**src/rtl/rs485_ctl_pkg.sv**
```systemverilog
// Package: shared types for the RS-485 enable controller.
// Assumes: the mode encoding is fixed by the control register layout.
package rs485_ctl_pkg;

    // Transfer mode as decoded from the two-bit control field.
    typedef enum logic [1:0] {
        XM_DUPLEX = 2'd0,
        XM_SOFT   = 2'd1,
        XM_EXCL   = 2'd2,
        XM_RSVD   = 2'd3
    } xfer_mode_e;

    // Line ownership state for the exclusive mode.
    typedef enum logic [1:0] {
        LS_RX    = 2'd0,
        LS_TX    = 2'd1,
        LS_GUARD = 2'd2
    } line_state_e;

endpackage

```
**src/rtl/rs485_re_hold.sv**
```systemverilog
// Module: rs485_re_hold
// Extends the software receiver gate so that an enable already granted
// is not withdrawn while a frame is arriving.
// Assumes: re_granted is the final active-high receiver enable of the
// block, so the held state tracks what the pin actually shows.
module rs485_re_hold (
    input  logic clk,
    input  logic rst_n,
    input  logic re_en,
    input  logic rx_in_frame,
    input  logic re_granted,
    output logic re_allow,
    output logic rx_lock
);

    logic granted_q;

    // Remember whether the receiver enable was granted last cycle.
    always_ff @(posedge clk) begin
        if (!rst_n) begin
            granted_q <= 1'b0;
        end else begin
            granted_q <= re_granted;
        end
    end

    // Receiver may be on if software asks, or if a granted frame is ongoing.
    always_comb begin
        re_allow = re_en | (granted_q & rx_in_frame);
        rx_lock  = re_allow & rx_in_frame;
    end

endmodule

```
**src/rtl/rs485_excl_fsm.sv**
```systemverilog
// Module: rs485_excl_fsm
// Owns the line in exclusive mode: receive, transmit, then a guard
// interval with both enables off before returning to receive.
// Assumes: GUARD_CYCLES >= 1; rx_lock marks a frame arriving on an
// enabled receiver, during which transmit may not start.
module rs485_excl_fsm
    import rs485_ctl_pkg::*;
#(
    parameter int GUARD_CYCLES = 2
) (
    input  logic clk,
    input  logic rst_n,
    input  logic active,
    input  logic tx_req,
    input  logic rx_lock,
    input  logic re_allow,
    output logic de_x,
    output logic re_x
);

    localparam int CW = (GUARD_CYCLES < 2) ? 1 : $clog2(GUARD_CYCLES);
    localparam logic [CW-1:0] GUARD_LOAD = CW'(GUARD_CYCLES - 1);

    line_state_e   st;
    logic [CW-1:0] cnt;

    // Line ownership sequencing with guard countdown.
    always_ff @(posedge clk) begin
        if (!rst_n) begin
            st  <= LS_RX;
            cnt <= '0;
        end else if (!active) begin
            st  <= LS_RX;
            cnt <= '0;
        end else begin
            case (st)
                LS_RX: begin
                    if (tx_req && !rx_lock) begin
                        st <= LS_TX;
                    end
                end
                LS_TX: begin
                    if (!tx_req) begin
                        st  <= LS_GUARD;
                        cnt <= GUARD_LOAD;
                    end
                end
                LS_GUARD: begin
                    if (cnt == '0) begin
                        st <= LS_RX;
                    end else begin
                        cnt <= cnt - 1'b1;
                    end
                end
                default: st <= LS_RX;
            endcase
        end
    end

    // Enables derived from ownership state.
    always_comb begin
        de_x = (st == LS_TX);
        re_x = (st == LS_RX) && re_allow;
    end

    // a frame arriving on an enabled receiver blocks the transmit start.
    p_no_tx_during_rx_r11: assert property (@(posedge clk) disable iff (!rst_n)
        (active && st == LS_RX && rx_lock) |=> (st != LS_TX));

    // ending a transmit always passes through the guard interval.
    p_guard_after_tx_r10: assert property (@(posedge clk) disable iff (!rst_n)
        (active && st == LS_TX && !tx_req) |=> (!active || st == LS_GUARD));

endmodule

```
**src/rtl/rs485_pin_stage.sv**
```systemverilog
// Module: rs485_pin_stage
// Registers the active-high enables and applies pin polarity.
// Assumes: polarity bit 1 means the pin is high when asserted.
module rs485_pin_stage #(
    parameter logic RST_DE_PIN = 1'b0,
    parameter logic RST_RE_PIN = 1'b1
) (
    input  logic clk,
    input  logic rst_n,
    input  logic de_int,
    input  logic re_int,
    input  logic de_pol,
    input  logic re_pol,
    output logic de_pin,
    output logic re_pin
);

    // Output registers with polarity folded in.
    always_ff @(posedge clk) begin
        if (!rst_n) begin
            de_pin <= RST_DE_PIN;
            re_pin <= RST_RE_PIN;
        end else begin
            de_pin <= de_pol ? de_int : ~de_int;
            re_pin <= re_pol ? re_int : ~re_int;
        end
    end

endmodule

```
**src/rtl/rs485_enable_ctrl.sv**
```systemverilog
// Module: rs485_enable_ctrl (top)
// Selects driver and receiver enables per transfer mode, holds the
// receiver through an arriving frame, and drives polarity-adjusted pins.
// Assumes: configuration inputs are static within a transfer.
module rs485_enable_ctrl
    import rs485_ctl_pkg::*;
#(
    parameter int   GUARD_CYCLES = 2,
    parameter logic RST_DE_PIN   = 1'b0,
    parameter logic RST_RE_PIN   = 1'b1
) (
    input  logic       clk,
    input  logic       rst_n,
    input  logic       cfg_enable,
    input  logic       cfg_re_pol,
    input  logic       cfg_de_pol,
    input  logic [1:0] cfg_mode,
    input  logic       de_en,
    input  logic       re_en,
    input  logic       tx_busy,
    input  logic       rx_in_frame,
    output logic       de_pin,
    output logic       re_pin
);

    xfer_mode_e mode;
    logic       re_allow;
    logic       rx_lock;
    logic       de_x;
    logic       re_x;
    logic       de_int;
    logic       re_int;
    logic       excl_active;

    assign mode        = xfer_mode_e'(cfg_mode);
    assign excl_active = cfg_enable && (mode == XM_EXCL);

    rs485_re_hold i_re_hold (
        .clk        (clk),
        .rst_n      (rst_n),
        .re_en      (re_en),
        .rx_in_frame(rx_in_frame),
        .re_granted (re_int),
        .re_allow   (re_allow),
        .rx_lock    (rx_lock)
    );

    rs485_excl_fsm #(
        .GUARD_CYCLES(GUARD_CYCLES)
    ) i_excl_fsm (
        .clk     (clk),
        .rst_n   (rst_n),
        .active  (excl_active),
        .tx_req  (de_en && tx_busy),
        .rx_lock (rx_lock),
        .re_allow(re_allow),
        .de_x    (de_x),
        .re_x    (re_x)
    );

    // Mode selection of the active-high enables.
    always_comb begin
        de_int = 1'b0;
        re_int = 1'b0;
        if (cfg_enable) begin
            case (mode)
                XM_DUPLEX: begin
                    de_int = de_en && tx_busy;
                    re_int = re_allow;
                end
                XM_SOFT: begin
                    de_int = de_en;
                    re_int = re_allow;
                end
                XM_EXCL: begin
                    de_int = de_x;
                    re_int = re_x;
                end
                default: begin
                    de_int = 1'b0;
                    re_int = 1'b0;
                end
            endcase
        end
    end

    rs485_pin_stage #(
        .RST_DE_PIN(RST_DE_PIN),
        .RST_RE_PIN(RST_RE_PIN)
    ) i_pin_stage (
        .clk   (clk),
        .rst_n (rst_n),
        .de_int(de_int),
        .re_int(re_int),
        .de_pol(cfg_de_pol),
        .re_pol(cfg_re_pol),
        .de_pin(de_pin),
        .re_pin(re_pin)
    );

    // exclusive mode never enables driver and receiver together.
    p_excl_mutex_r8: assert property (@(posedge clk) disable iff (!rst_n)
        (excl_active) |-> !(de_int && re_int));

    // a receiver enable granted during a frame persists to frame end.
    p_re_hold_r7: assert property (@(posedge clk) disable iff (!rst_n)
        (re_int && rx_in_frame && cfg_enable) |=>
        (re_int || !rx_in_frame || !cfg_enable || !$stable(cfg_mode)));

    // disabled logic drives both pins to their inactive levels.
    p_disabled_idle_r2: assert property (@(posedge clk) disable iff (!rst_n)
        (!cfg_enable) |=>
        ((de_pin != $past(cfg_de_pol)) && (re_pin != $past(cfg_re_pol))));

endmodule

```
**config.mk**
```make
export PLATFORM = sky130hd
export DESIGN_NAME = rs485_enable_ctrl
export DESIGN_NICKNAME = d
export VERILOG_FILES = /design/src/rtl/rs485_ctl_pkg.sv /design/src/rtl/rs485_re_hold.sv /design/src/rtl/rs485_excl_fsm.sv /design/src/rtl/rs485_pin_stage.sv /design/src/rtl/rs485_enable_ctrl.sv
export SDC_FILE = /design/constraint.sdc
export NUM_CORES = 1
export LEC_CHECK = 0
export BUFFER_PORTS_ARGS = -buffer_cell sky130_fd_sc_hd__buf_2
export CAP_MARGIN = 20
export CELL_PAD_IN_SITES_DETAIL_PLACEMENT = 1
export CELL_PAD_IN_SITES_GLOBAL_PLACEMENT = 2
export CORE_MARGIN = 3
export CORE_UTILIZATION = 25
export DETAILED_ROUTE_END_ITERATION = 7
export GPL_TIMING_DRIVEN = 0
export PLACE_DENSITY = 0.76
export SLEW_MARGIN = 20
export SYNTH_ARGS = -nofsm -noshare
export SYNTH_HDL_FRONTEND = slang
export SYNTH_SLANG_ARGS = --single-unit
export TNS_END_PERCENT = 50
```
**constraint.sdc**
```tcl
create_clock -name clk -period 1.5 [get_ports clk]
set_clock_uncertainty 0.05 [all_clocks]
set_input_delay 0.3 -clock clk [delete_from_list [all_inputs] [get_ports clk]]
set_output_delay 0.3 -clock clk [all_outputs]
set_load 0.05 [all_outputs]
```
==> flow_summary_export.csv, run 1 <==
group,metric,value,unit
power,cellLeakagePower,0.220,nW
drt,wl,737,µm
place,gp_congestion,0.681,
floorplanning,fp.dieArea,1960,µm²
clock_network,clk_pin_slew,0.05,ns
finish,layout.nets,72,
grt,grt_pass1_wl,1240,µm
drt,viasPerCell,4.68,
timing,finalHoldViolations,0,
setup_path,worstPathRequired,1.57,ns
grt,grt_overflow,0,
floorplanning,core,1330,µm²
clock_network,cts_sinks,6,
power,power.density,798,nW/µm²
floorplanning,die-width,44.3,µm
synth,yosysTopAreaCell,"dfxtp_1",
timing,period_share,93.0,%
clock_network,hold_buffers,0,
timing,setup_tns,0,ns
grt,grt_max_degree,6,
synth,synth_cell_types,20,
floorplanning,row_count,13,
setup_path,cp_max_fo,4,
min_path,hold_class,"input pin to register",
floorplanning,ios,13,
floorplanning,initial_core_util,27.5,%
synth,synthDominantCellAreaShare,32.8,%
synth,avgSynthCellArea,9.40,µm²
timing,whs,0.217,ns
synth,synthCells,39,
clock_network,cts_root_buf,"clkbuf_4",
finish,area_growth,28.7,%
floorplanning,die_h,44.3,µm
finish,drive_gt1_share,42.6,%
clock_network,cts_tree,"done",
finish,final_cell_area,472,µm²
timing,relSlewSlack,83.4,%
synth,ys_ff_latch,6,
drt,vias,323,
timing,worst_slew_pin_slew,0.250,ns
drt,ant_nets,0,
setup_path,crit_path_end_kind,"register",
place,hpwl,624,µm
clock_network,post_cts_buffers,0,
power,ir_drop,0.284,mV
grt,grt_usage,8.83,%
synth,synth_area,367,µm²
grt,antenna_found_initial,0,
place,portBuffers,12,
synth,synth_area_leaders,"dfxtp_1, ha_1, mux2i_1",
place,place_area,445,µm²
timing,rsz0062_at_grt,"no",
finish,fin_util,35.4,%
finish,n_antenna_cell,0,
outcome,status,"finished clean",
setup_path,arrival,1.47,ns
drt,drcViolationCount,0,
power,total_power,0.376,mW
timing,drv_slew,0,
timing,finalSetupViolCount,0,
synth,ys_warn_count,0,
grt,grt_pass1_vias,336,
clock_network,cts-buffers-inserted,3,
setup_path,crit_type,"register to register",
drt,initialDrtViolationCount,2,
timing,min_period,1.39,ns
job,drv_cap,0,
timing,fmax,717,MHz
clock_network,clk_path_buf_depth,2,
clock_network,htreeDepth,1,
setup_path,startpoint_type,"register",
clock_network,clk_latency,0.24,ns
drt,routedWlPerCell,10.7,µm
drt,drt-pass1-iter-count,4,
synth,seq_area_frac_synth,32.8,%
synth,syn_nets,55,
repair_timing:
action	4_1_cts	5_1_grt
hold endpoints to repair	0	0
gates resized for setup	0	5
setup endpoints to repair	0	4
sequential cells by signal (all words and copies together), names as in the netlist:
name / cells
i_pin_stage.de_pin: 1
i_excl_fsm.cnt: 1
i_re_hold.granted_q: 1
i_pin_stage.re_pin: 1
i_excl_fsm.st: 2
layout make-up:
cell class,count,area (µm²)
Sequential cell,6,121
Clock buffer,3,22.5
Fill cell,168,862
Timing Repair Buffer,12,60.1
Inverter,3,11.3
Multi-Input combinational cell,30,238
Tap cell,15,18.8
worst paths after layout:
| check | from | to | slack [ns] | depth (start not counted) |
|---|---|---|---|---|
| worst min register to register | i_excl_fsm.cnt | i_excl_fsm.cnt | 0.47 | 2 |
| worst max register to register | i_excl_fsm.st[1] | i_excl_fsm.st[0] | 0.11 | 6 |
| worst min-delay path | rst_n | i_pin_stage.re_pin | 0.22 | 2 |
| worst max-delay path | i_excl_fsm.st[1] | i_excl_fsm.st[0] | 0.11 | 6 |
power breakdown:
part | internal [mW] | switching, mW
clock | 0.0904 | 0.0564
combinational | 0.0262 | 0.0362
sequential | 0.165 | 0.00169
kinds of logic (layout without fill, tap and decap cells):
logic type / Yosys count / after routing / share of synthesized area [%]
flops: 6 / 6 / 32.8
xor+xnor: 1 / 1 / 2.39
mux: 3 / 3 / 8.19
buf+inv: 3 / 18 / 3.07
simple gates: 14 / 14 / 21.8
fa+ha+maj: 5 / 5 / 17.1
compound gates: 7 / 7 / 14.7
per-layer routing:
layer	global-route usage, %	share of wire, %
met1	10.5	44
met2	12.8	48
met3	1.63	5.2
met4	9.04	2.3
met5	0	0
metrics by stage:
| stage | worst slack [ns] | std cells |
|---|---|---|
| after global routing | 0.0113 | 69 |
| after detailed placement | 0.0200 | 66 |
| after CTS | 0.0126 | 69 |
| final | 0.106 | 69 |
| after floorplan | 0.175 | 39 |
| after global placement | 0.0478 | 66 |
layout by cell type, fill, tap and decap left out, types with 2 or more instances in the layout:
cell type,instances
buf_2,12
dfxtp_1,5
ha_1,4
nand2_1,3
nor2_1,3
mux2i_1,3
clkbuf_4,3
inv_2,2
nand2b_1,2
a21oi_1,2
worst max-delay path, stage by stage (launching register included):
cell	delay [ns]
dfxtp_1	0.32
inv_2	0.09
ha_2	0.19
a21bo_2	0.22
nand4_1	0.15
mux2i_1	0.20
nor2_1	0.06
Yosys cell counts, drive strengths merged:
master and instances:
a211oi 1, inv 3, o21ai 1, nand4b 1, nor3b 1, and2 1
nor2 3, xor2 1, dfxtp 6, nand3 1, ha 5, a21oi 2
a21bo 1, nand2b 2, and3b 1, o211ai 1, nand4 1, a311oi 1
nand2 3, mux2i 3
No activity file was read; power rests on OpenSTA's default activity.
==> run 2: changes to the inputs <==
--- a/config.mk
+++ b/config.mk
@@ -13,7 +13,7 @@
 export CORE_UTILIZATION = 25
 export DETAILED_ROUTE_END_ITERATION = 7
 export GPL_TIMING_DRIVEN = 0
-export PLACE_DENSITY = 0.76
+export PLACE_DENSITY = 0.77
 export SLEW_MARGIN = 20
 export SYNTH_ARGS = -nofsm -noshare
 export SYNTH_HDL_FRONTEND = slang
==> run 2 against run 1 <==
  * Sequential power is essentially flat
  * Design area is the same
  * Critical endpoint unchanged
  * Total power grew 0.20%
  * Via count grew 1.5%
==> flow_summary_export.csv, run 2 (synthesis results as in run 1) <==
group,metric,value,unit
outcome,status,"finished clean",
clock_network,cts-buffers-inserted,3,
finish,area_growth,28.7,%
place,place_area,445,µm²
power,p_switching,0.0950,mW
drt,viasPerCell,4.75,
floorplanning,ios,13,
finish,final_common_cell,"buf_2",
clock_network,cts_sinks,6,
timing,setup_tns,0,ns
clock_network,hold_buffers,0,
setup_path,crit_path_end_kind,"register",
finish,largest-register,"i_excl_fsm.st",
finish,layout.nets,72,
finish,n_antenna_cell,0,
finish,final_cell_area,472,µm²
place,gp_congestion,0.648,
grt,use_met1,10.5,%
grt,grtUsageMet2,15.1,%
finish,largest_reg_flops,2,
min_path,hold_class,"input pin to register",
grt,grt_pass1_vias,341,
grt,grt_overflow,0,
floorplanning,core,1330,µm²
power,clkPwrFrac,39.1,%
floorplanning,initial_core_util,27.5,%
grt,grtUsageMet3,1.63,%
clock_network,htreeDepth,1,
floorplanning,row_count,13,
drt,ant_nets,0,
drt,wl,774,µm
finish,fill_cells,178,
power,p_seq_share,44.4,%
setup_path,crit_type,"register to register",
clock_network,cts_root_buf,"clkbuf_4",
clock_network,clk_path_buf_depth,2,
place,hpwl,637,µm
drt,initialDrtViolationCount,0,
clock_network,cts_tree,"done",
timing,worst_slew_pin_slew,0.250,ns
grt,grt-busiest-layer,"met2",
power,internal_power,0.282,mW
timing,relSlewSlack,83.4,%
grt,grt_max_degree,6,
timing,drv_slew,0,
clock_network,clk_latency,0.24,ns
finish,drive_gt1_share,42.6,%
place,portBuffers,12,
grt,grt_usage,9.73,%
drt,routedWlPerCell,11.2,µm
power,ir_drop,0.288,mV
setup_path,arrival,1.46,ns
clock_network,clk_pin_slew,0.04,ns
grt,grt_pass1_wl,1340,µm
timing,period_share,92.3,%
setup_path,cp_max_fo,4,
timing,rsz0062_at_grt,"no",
setup_path,startpoint_type,"register",
setup_path,worstPathRequired,1.58,ns
timing,min_period,1.38,ns
power,power.density,799,nW/µm²
job,drv_cap,0,
floorplanning,die_h,44.3,µm
timing,fmax,722,MHz
floorplanning,die-width,44.3,µm
floorplanning,fp.dieArea,1960,µm²
power,cellLeakagePower,0.220,nW
timing,finalSetupViolCount,0,
finish,mostFrequentLayoutCells,"buf_2, dfxtp_1, ha_1",
drt,drcViolationCount,0,
grt,antenna_found_initial,0,
power,p_sw_share,25.2,%
drt,drt-pass1-iter-count,1,
power,p_comb_share,16.6,%
drt,vias,328,
timing,finalHoldViolations,0,
-- run 2: cell count changes in the layout (fill, tap and decap cells not counted) --
cell,change
o21ai_0,+1
o21ai_1,-1
-- run 2: layout make-up --
class / count / area, µm² / area share [%]
tap: 15 / 18.8 / 3.98
sequential: 6 / 121 / 25.7
clock buffer: 3 / 22.5 / 4.77
timing repair buffer: 12 / 60.1 / 12.7
multi-input combinational: 30 / 238 / 50.4
inverter: 3 / 11.3 / 2.39
-- run 2: power by group through the flow --
| stage | clock network (mW) | registers, mW | logic [mW] |
|---|---|---|---|
| 6_report | 0.147 | 0.167 | 0.0624 |
| 5_1_grt | 0.171 | 0.167 | 0.0701 |
| 4_1_cts | 0.158 | 0.167 | 0.0637 |
| 3_5_place_dp | 0 | 0.170 | 0.0634 |
| 3_3_place_gp | 0 | 0.170 | 0.0625 |
| 2_1_floorplan | 0 | 0.184 | 0.0226 |
-- run 2: critical path: stages, from the launching register on --
cell and delay [ns]:
dfxtp_1 0.32, inv_2 0.09, ha_2 0.19, a21bo_2 0.22, nand4_1 0.15, mux2i_1 0.20
nor2_1 0.05
-- run 2: layer usage --
layer | routed length [µm] | vias to the layer above
met5 | 0 | -
li1 | - | 169
met4 | 9 | 0
met3 | 37 | 2
met2 | 372 | 7
met1 | 355 | 150
-- run 2: final timing paths --
check / startpoint / to / slack [ns] / depth (start not counted)
worst max-delay path: i_excl_fsm.st[1] / i_excl_fsm.st[0] / 0.12 / 6
worst min-delay path: rst_n / i_pin_stage.re_pin / 0.21 / 2
worst max register to register: i_excl_fsm.st[1] / i_excl_fsm.st[0] / 0.12 / 6
worst min register to register: i_excl_fsm.cnt / i_excl_fsm.cnt / 0.47 / 2
-- run 2: repair_timing --
action | CTS | global route
buffers inserted | 0 | 0
endpoints found under the setup margin | 0 | 4
hold endpoints to repair | 0 | 0
resized for setup | 0 | 4
-- run 2: through the flow --
step	setup slack (ns)	instances	hold WS (ns)	util (%)	total power [mW]
2_1_floorplan	0.175	39	0.312	-	0.207
3_3_place_gp	0.0453	66	0.451	33.4	0.232
3_5_place_dp	0.0222	66	0.465	33.4	0.233
4_1_cts	0.0176	69	0.207	35.1	0.388
5_1_grt	0.00889	69	0.212	35.4	0.408
6_report	0.116	69	0.214	35.4	0.377
==> run 3: changes to the inputs <==
--- a/config.mk
+++ b/config.mk
@@ -5,15 +5,15 @@
 export SDC_FILE = /design/constraint.sdc
 export NUM_CORES = 1
 export LEC_CHECK = 0
-export BUFFER_PORTS_ARGS = -buffer_cell sky130_fd_sc_hd__buf_2
 export CAP_MARGIN = 20
 export CELL_PAD_IN_SITES_DETAIL_PLACEMENT = 1
 export CELL_PAD_IN_SITES_GLOBAL_PLACEMENT = 2
-export CORE_MARGIN = 3
-export CORE_UTILIZATION = 25
+export CORE_AREA = 3 3 40 42
 export DETAILED_ROUTE_END_ITERATION = 7
+export DIE_AREA = 0 0 43 45
+export DONT_BUFFER_PORTS = 1
 export GPL_TIMING_DRIVEN = 0
-export PLACE_DENSITY = 0.77
+export PLACE_DENSITY_LB_ADDON = 0.1
 export SLEW_MARGIN = 20
 export SYNTH_ARGS = -nofsm -noshare
 export SYNTH_HDL_FRONTEND = slang
==> run 3 against run 2 <==
  * Critical path depth stayed put
  * Via count is 13% lower
  * Global-route usage is 0.46 points higher
  * First-iteration DRC count grew 1
  * Setup slack got worse by 0.0094 ns
  * Clock-buffer cell count unchanged
  * Fmax down 0.68%
  * Sequential share of layout area increased by 3.1 points
  * Total power down 5.5%
  * Largest cell class unchanged
==> flow_summary_export.csv, run 3 (synthesis results as in run 1) <==
group,metric,value,unit
setup_path,worstPathRequired,1.58,ns
power,power.density,845,nW/µm²
timing,fmax,717,MHz
outcome,status,"finished clean",
grt,grt_pass1_wl,1400,µm
drt,wl,783,µm
setup_path,crit_slowest_cell,"dfxtp_2",
floorplanning,core,1280,µm²
grt,grt_max_degree,6,
finish,n_antenna_cell,0,
clock_network,cts_root_buf,"clkbuf_4",
clock_network,clk_path_buf_depth,2,
place,hpwl,657,µm
setup_path,startpoint_type,"register",
grt,grt_overflow,0,
finish,regArea,121,µm²
job,drv_cap,0,
clock_network,cts_tree,"done",
timing,relSlewSlack,67.2,%
setup_path,max_stage_delay,0.33,ns
floorplanning,row_count,13,
grt,antenna_found_initial,0,
finish,multiInputGateArea,248,µm²
drt,vias,285,
clock_network,cts-buffers-inserted,3,
setup_path,crit_type,"register to register",
floorplanning,fp.dieArea,1940,µm²
floorplanning,initial_core_util,28.5,%
floorplanning,ios,13,
clock_network,cts_sinks,6,
finish,layout.nets,60,
floorplanning,die_h,45,µm
drt,routedWlPerCell,13.7,µm
setup_path,cp_max_fo,4,
drt,ant_nets,0,
drt,initialDrtViolationCount,1,
finish,final_common_cell,"dfxtp_1",
clock_network,clk_pin_slew,0.05,ns
place,portBuffers,0,
timing,rsz0062_at_grt,"no",
finish,area_growth,15.0,%
clock_network,htreeDepth,1,
finish,mostFrequentLayoutCells,"dfxtp_1, ha_1",
finish,largest_reg_flops,2,
min_path,hold_depth,1,
finish,drive_gt1_share,23.8,%
power,ir_drop,0.517,mV
setup_path,crit_chain,"inv_1 > ha_4 > a21bo_2 > nand4_1 > mux2i_1 > nor2_1",
setup_path,crit_path_end_kind,"register",
setup_path,reg2regPathDepth,6,
timing,period_share,92.9,%
timing,finalHoldViolations,0,
floorplanning,die-width,43,µm
timing,drv_slew,0,
clock_network,post_cts_buffers,0,
timing,setup_tns,0,ns
drt,drcViolationCount,0,
finish,largest-register,"i_excl_fsm.st",
setup_path,arrival,1.47,ns
grt,grt_usage,10.2,%
clock_network,clk_latency,0.24,ns
finish,fill_cells,152,
place,gp_congestion,0.740,
power,cellLeakagePower,0.175,nW
drt,drt-pass1-iter-count,4,
timing,finalSetupViolCount,0,
timing,min_period,1.39,ns
power,total_power,0.356,mW
timing,worst_slew_pin_slew,0.492,ns
grt,grt_pass1_vias,328,
drt,viasPerCell,5.00,
min_path,hold_class,"input pin to register",
-- run 3: timing repair --
action / in CTS / in global routing
endpoints found under the setup margin: 0 / 4
resized for setup: 0 / 5
hold buffers: 0 / 0
endpoints found under the hold margin: 0 / 0
-- run 3: routing by layer --
metal / part of all wire, % / vias up / routed length [µm] / global-route usage, %
met4: 1.5 / 0 / 12 / 9.04
li1: - / 143 / - / -
met1: 44 / 132 / 346 / 11.4
met5: 0 / - / 0 / 0
met2: 45 / 8 / 351 / 14.1
met3: 9.2 / 2 / 72 / 5.18
-- run 3: worst max-delay path: cells and delay by family, from the launching register on --
| family | cells | cell delay (ns) |
|---|---|---|
| multiplexers | 1 | 0.20 |
| flip-flops | 1 | 0.33 |
| AND/OR/NAND/NOR | 2 | 0.19 |
| buffers and inverters | 1 | 0.13 |
| AO/OA/AOI/OAI | 1 | 0.21 |
| adder cells (fa/ha/maj) | 1 | 0.16 |
-- run 3: final cells by class --
class	count	share of cell area (%)
inverter	3	2.67
clock buffer	3	5.34
multi-input combinational	30	58.8
tap	15	4.45
sequential	6	28.8
-- run 3: worst paths after layout --
check | start | to | slack [ns]
setup / recovery | i_excl_fsm.st[0] | i_excl_fsm.st[0] | 0.11
hold / removal | rst_n | i_pin_stage.re_pin | 0.08
setup reg to reg | i_excl_fsm.st[0] | i_excl_fsm.st[0] | 0.11
hold reg to reg | i_excl_fsm.st[0] | i_excl_fsm.st[0] | 0.49
-- run 3: power breakdown --
group	internal [mW]	leakage, nW	switching [mW]	total, mW
clock	0.0905	0.0138	0.0572	0.148
sequential	0.165	0.0496	0.0167	0.182
combinational	0.0149	0.111	0.0116	0.0265
-- run 3: per-stage QoR --
step | instance area [µm²] | setup slack (ns) | instances | hold WS, ns | util [%]
after floorplan | 367 | 0.175 | 39 | 0.312 | -
final | 422 | 0.106 | 57 | 0.0816 | 32.8
after detailed placement | 385 | 0.0170 | 54 | 0.325 | 30.0
after global placement | 385 | 0.0484 | 54 | 0.314 | 30.0
after CTS | 408 | 0.00881 | 57 | 0.0731 | 31.7
after global routing | 422 | 0.0149 | 57 | 0.0790 | 32.8
